===== src/rtl/ata_srst_seq.sv =====
module ata_srst_seq #(
  parameter int CLK_MHZ = 250,
  parameter int HOLD_NS = 5000,
  parameter int TMO_CYC = 1000000
) (
  input  logic       clk,
  input  logic       rst_n,
  input  logic       start,
  input  logic       bsy,
  input  logic       sata_mode,
  output logic [7:0] ctl_byte,
  output logic       ctl_wr,
  output logic       done,
  output logic       timeout_err,
  output logic [1:0] reconf_req,
  output logic       ident_req
);
  localparam int HOLD_CYC = (CLK_MHZ * HOLD_NS + 999) / 1000;
  localparam int MAXC     = (HOLD_CYC > TMO_CYC) ? HOLD_CYC : TMO_CYC;
  localparam int CW       = $clog2(MAXC + 1);
  localparam logic [CW-1:0] HOLD_LAST = CW'(HOLD_CYC - 1);
  localparam logic [CW-1:0] TMO_LAST  = CW'(TMO_CYC - 1);
  localparam logic [7:0] B_ASSERT  = 8'h06;
  localparam logic [7:0] B_RELEASE = 8'h02;

  typedef enum logic [2:0] {
    S_IDLE, S_ASSERT, S_HOLD, S_RELEASE, S_WAIT, S_DONE, S_TMO
  } st_t;

  st_t           state, state_n;
  logic [CW-1:0] cnt;
  logic          sata_q;

  always_comb begin
    state_n = state;
    unique case (state)
      S_IDLE:    if (start) state_n = S_ASSERT;
      S_ASSERT:  state_n = S_HOLD;
      S_HOLD:    if (cnt == HOLD_LAST) state_n = S_RELEASE;
      S_RELEASE: state_n = S_WAIT;
      S_WAIT:    if (!bsy) state_n = S_DONE;
                 else if (cnt == TMO_LAST) state_n = S_TMO;
      S_DONE:    state_n = S_IDLE;
      S_TMO:     state_n = S_IDLE;
      default:   state_n = S_IDLE;
    endcase
  end

  always_ff @(posedge clk or negedge rst_n) begin
    if (!rst_n) begin
      state      <= S_IDLE;
      cnt        <= '0;
      sata_q     <= 1'b0;
      reconf_req <= 2'b00;
      ident_req  <= 1'b0;
    end else begin
      state <= state_n;
      if ((state == S_HOLD || state == S_WAIT) && state_n == state)
        cnt <= cnt + 1'b1;
      else
        cnt <= '0;
      if (state == S_IDLE && start) begin
        sata_q     <= sata_mode;
        reconf_req <= 2'b00;
        ident_req  <= 1'b0;
      end else if (state == S_DONE) begin
        reconf_req <= sata_q ? 2'b01 : 2'b11;
        ident_req  <= 1'b1;
      end
    end
  end

  assign ctl_wr      = (state == S_ASSERT) || (state == S_RELEASE);
  assign ctl_byte    = (state == S_ASSERT || state == S_HOLD) ? B_ASSERT :
                       (state == S_RELEASE || state == S_WAIT) ? B_RELEASE : 8'h00;
  assign done        = (state == S_DONE);
  assign timeout_err = (state == S_TMO);

  int unsigned srst_run;
  always_ff @(posedge clk or negedge rst_n) begin
    if (!rst_n) srst_run <= 0;
    else if (ctl_byte[2]) srst_run <= srst_run + 1;
    else srst_run <= 0;
  end


  hold_min_chk: assert property (@(posedge clk) disable iff (!rst_n)
    (ctl_wr && !ctl_byte[2]) |-> (srst_run >= HOLD_CYC + 1));


  srst_stays_chk: assert property (@(posedge clk) disable iff (!rst_n)
    (ctl_wr && ctl_byte[2]) |=> ctl_byte[2]);


  nien_on_write_chk: assert property (@(posedge clk) disable iff (!rst_n)
    ctl_wr |-> ctl_byte[1]);


  tmo_no_req_chk: assert property (@(posedge clk) disable iff (!rst_n)
    timeout_err |-> (reconf_req == 2'b00 && !ident_req));


  ident_after_done_chk: assert property (@(posedge clk) disable iff (!rst_n)
    $rose(ident_req) |-> $past(done));


  done_pulse_chk: assert property (@(posedge clk) disable iff (!rst_n)
    done |=> !done);
endmodule


===== config.mk =====
export PLATFORM = sky130hd
export DESIGN_NAME = ata_srst_seq
export DESIGN_NICKNAME = d
export VERILOG_FILES = /design/src/rtl/ata_srst_seq.sv
export SDC_FILE = /design/constraint.sdc
export NUM_CORES = 1
export LEC_CHECK = 0
export BUFFER_PORTS_ARGS = -buffer_cell sky130_fd_sc_hd__buf_2
export CELL_PAD_IN_SITES_DETAIL_PLACEMENT = 0
export CELL_PAD_IN_SITES_GLOBAL_PLACEMENT = 1
export CORE_ASPECT_RATIO = 0.8
export CORE_MARGIN = 2
export CORE_UTILIZATION = 47
export DETAILED_ROUTE_END_ITERATION = 7
export GPL_TIMING_DRIVEN = 0
export PLACE_DENSITY = 0.84
export SLEW_MARGIN = 15
export SYNTH_ARGS = -nofsm -noshare
export SYNTH_HDL_FRONTEND = slang
export SYNTH_SLANG_ARGS = --single-unit

===== constraint.sdc =====
create_clock -name clk -period 3.1 [get_ports clk]
set_clock_uncertainty 0.05 [all_clocks]
set_input_delay 0.93 -clock clk [delete_from_list [all_inputs] [get_ports clk]]
set_output_delay 0.93 -clock clk [all_outputs]
set_load 0.1 [all_outputs]

==> results.yml <==
floorplanning:
  io_pins: 19
  core_mm2: 0.003040
  fp.dieW_um: 66.64
  die-area_mm2: 0.003606
  floorplan.rows: 18
  initial_utilization: 0.4852
  fp.dieH_um: 54.11
min_path:
  hold_class: "reg -> reg"
route:
  drc: 0
  wl_met3_um: 191
  firstDrtPassIters: 5
  wirelength_um: 3062
  highest_layer: "met4"
  via_count: 1211
  wl_per_cell_um: 13.98
  ant_nets: 0
  met2_length_um: 1463
  drt_iter0_markers: 95
  via_per_inst: 5.530
  wl_met1_um: 1374
finish:
  register_area_um2: 650.6
  nNetsFinal: 187
  stdcell_count: 219
  drive_above_1_share: 0.1844
  area_growth_syn_to_layout_pct: 14.08
  finish.utilization: 0.5535
  multi_input_area_um2: 743.2
  fillers: 289
  antennaDiodeCount: 0
logic_synthesis:
  yosysMostFrequentCell: "dfrtp_1"
  synth_enable_flop_cells: 0
  synth.largest_area_cell: "dfrtp_1"
  synth_common_cells: "dfrtp_1 (26), nor3_1 (14), nand2_1 (10)"
  netlist_area_mm2: 0.001475
  synth_cell_types: 33
  postSynthAreaPerCell_um2: 9.336
  synth_warnings: 0
  ys_seq_area_frac: 0.4411
  synthArstFlopShare: 1.000
  syn_inst: 158
  ys_ff_latch: 26
  synth_top_area_frac: 0.4411
  synthTopCellsByArea: "dfrtp_1 (44%), nor3_1 (4.7%), xnor2_1 (4.2%)"
  ys.flop_type: "dfrtp_1"
placed_design:
  port_buffers: 12
  gp_congestion: 0.7980
  hpwl_um: 2265
  dpl.cell_count: 215
timing:
  slew_headroom: 0.6188
  rsz0062_at_grt: "false"
  hold_viol: 0
  fin_setup_tns_ns: 0
  finalCriticalPeriod_ns: 2.747
  finalSetupViolCount: 0
  tightest_slew_ns: 0.5718
  timing.final.crit_share: 0.8860
  drv_slew: 0
  fmax_ghz: 0.3641
clock_tree:
  post_cts_buffers: 0
  tritoncts: "yes"
  hold_buffers: 0
  cts_root_buffer: "clkbuf_8"
  path_clk_slew_ns: 0.10
  cts-buffers-inserted: 3
  insertion_delay_ns: 0.28
  cts_buffer_depth: 2
  clkSinkCount: 26
  cts_max_level: 1
  cts-resized-gates: 0
critical_path:
  critPathTopFamily: "buffers and inverters"
  crit_chain: "clkbuf_1 > and2_1 > buf_2"
  max_stage_delay_ns: 0.45
  cp_slowest_cell: "dfrtp_1"
  crit_type: "reg -> out"
  crit_path_end_kind: "output port"
  crit_buf_inv: 2
  required_ns: 2.12
  worstPathMaxFanout: 10
  arrival_ns: 1.77
  start_kind: "register"
power_and_ir_drop:
  fin_total_pwr_w: 0.001465
  p_leak_nw: 0.6783
  ir_drop_mv: 0.4192
  pwr_density_cell_mw_per_mm2: 870.8
grt:
  grt_pass1_vias: 1110
  grt_max_degree: 27
  grt_pass1_wl_um: 5333
  grtUsageTotal: 0.2014
  antenna_found_initial: 0
  grt_overflow: 0
run:
  max_cap_viol_count: 0
outcome:
  outcome: "complete, no violations"
## worst paths after layout
kind	startpoint	endpoint	slack [ns]	depth (start not counted)
setup / recovery	state[2]	done	0.35	3
hold / removal	sata_q	reconf_req[1]	0.40	1
setup reg to reg	cnt[0]	cnt[3]	0.85	6
hold reg to reg	sata_q	reconf_req[1]	0.40	1
max in group asynchronous	rst_n	cnt[3]	2.04	1
min in group asynchronous	rst_n	sata_q	0.58	1
## kinds of logic (layout without fill, tap and decap cells)
kind of cell | count (synthesis) | count (layout) | share of synthesized area
AO/OA/AOI/OAI | 24 | 24 | 0.1145
XOR/XNOR | 12 | 12 | 0.07125
other | 1 | 6 | 0.002542
buffers and inverters | 21 | 37 | 0.07294
AND/OR/NAND/NOR | 71 | 71 | 0.2731
adder cells (fa/ha/maj) | 2 | 2 | 0.01696
flip-flops | 26 | 26 | 0.4410
multiplexers | 1 | 1 | 0.007633
## through the flow
stage | instance area (um2) | worst slack [ns] | hold WS, ns
4_1_cts | 1683 | 0.3566 | 0.4057
5_1_grt | 1683 | 0.2258 | 0.4383
6_report | 1683 | 0.3534 | 0.4012
3_5_place_dp | 1612 | 0.6783 | 0.3925
2_1_floorplan | 1501 | 0.1366 | 0.3703
3_3_place_gp | 1612 | 0.7084 | 0.3765
## cell usage in the layout, fill, tap and decap left out, drive strengths merged, types with 9 or more instances in the layout
master,count
a211oi,9
buf,21
clkbuf,9
dfrtp,26
nand2,10
nor3,14
## layer usage
metal  track usage  vias up
li1              -      603
met1        0.2688      573
met2        0.3300       31
met3       0.05230        4
met4       0.05102        0
met5             0        -
## sequential cells by signal, summed over array words and instances, names as in the netlist
signal      flops
sata_q          1
state           3
cnt            20
reconf_req      2
## area by class of cell
class | count | share of cell area
plain buffers | 15 | 0.05056
clock buffers | 3 | 0.02454
clock inverters | 1 | 0.01784
inverters | 6 | 0.01338
multi-input cells | 116 | 0.4416
flip-flops and latches | 26 | 0.3866
well taps | 40 | 0.02974
repair buffers | 12 | 0.03569
## report_power, final
group / switching (W) / leakage, nW / internal, W
Combinational: 0.000602 / 0.286 / 0.000156
Sequential: 0.0000441 / 0.357 / 0.000377
Clock: 0.000114 / 0.0357 / 0.000173
Total: 0.000760 / 0.678 / 0.000706
(Power assumes the default switching activity.)
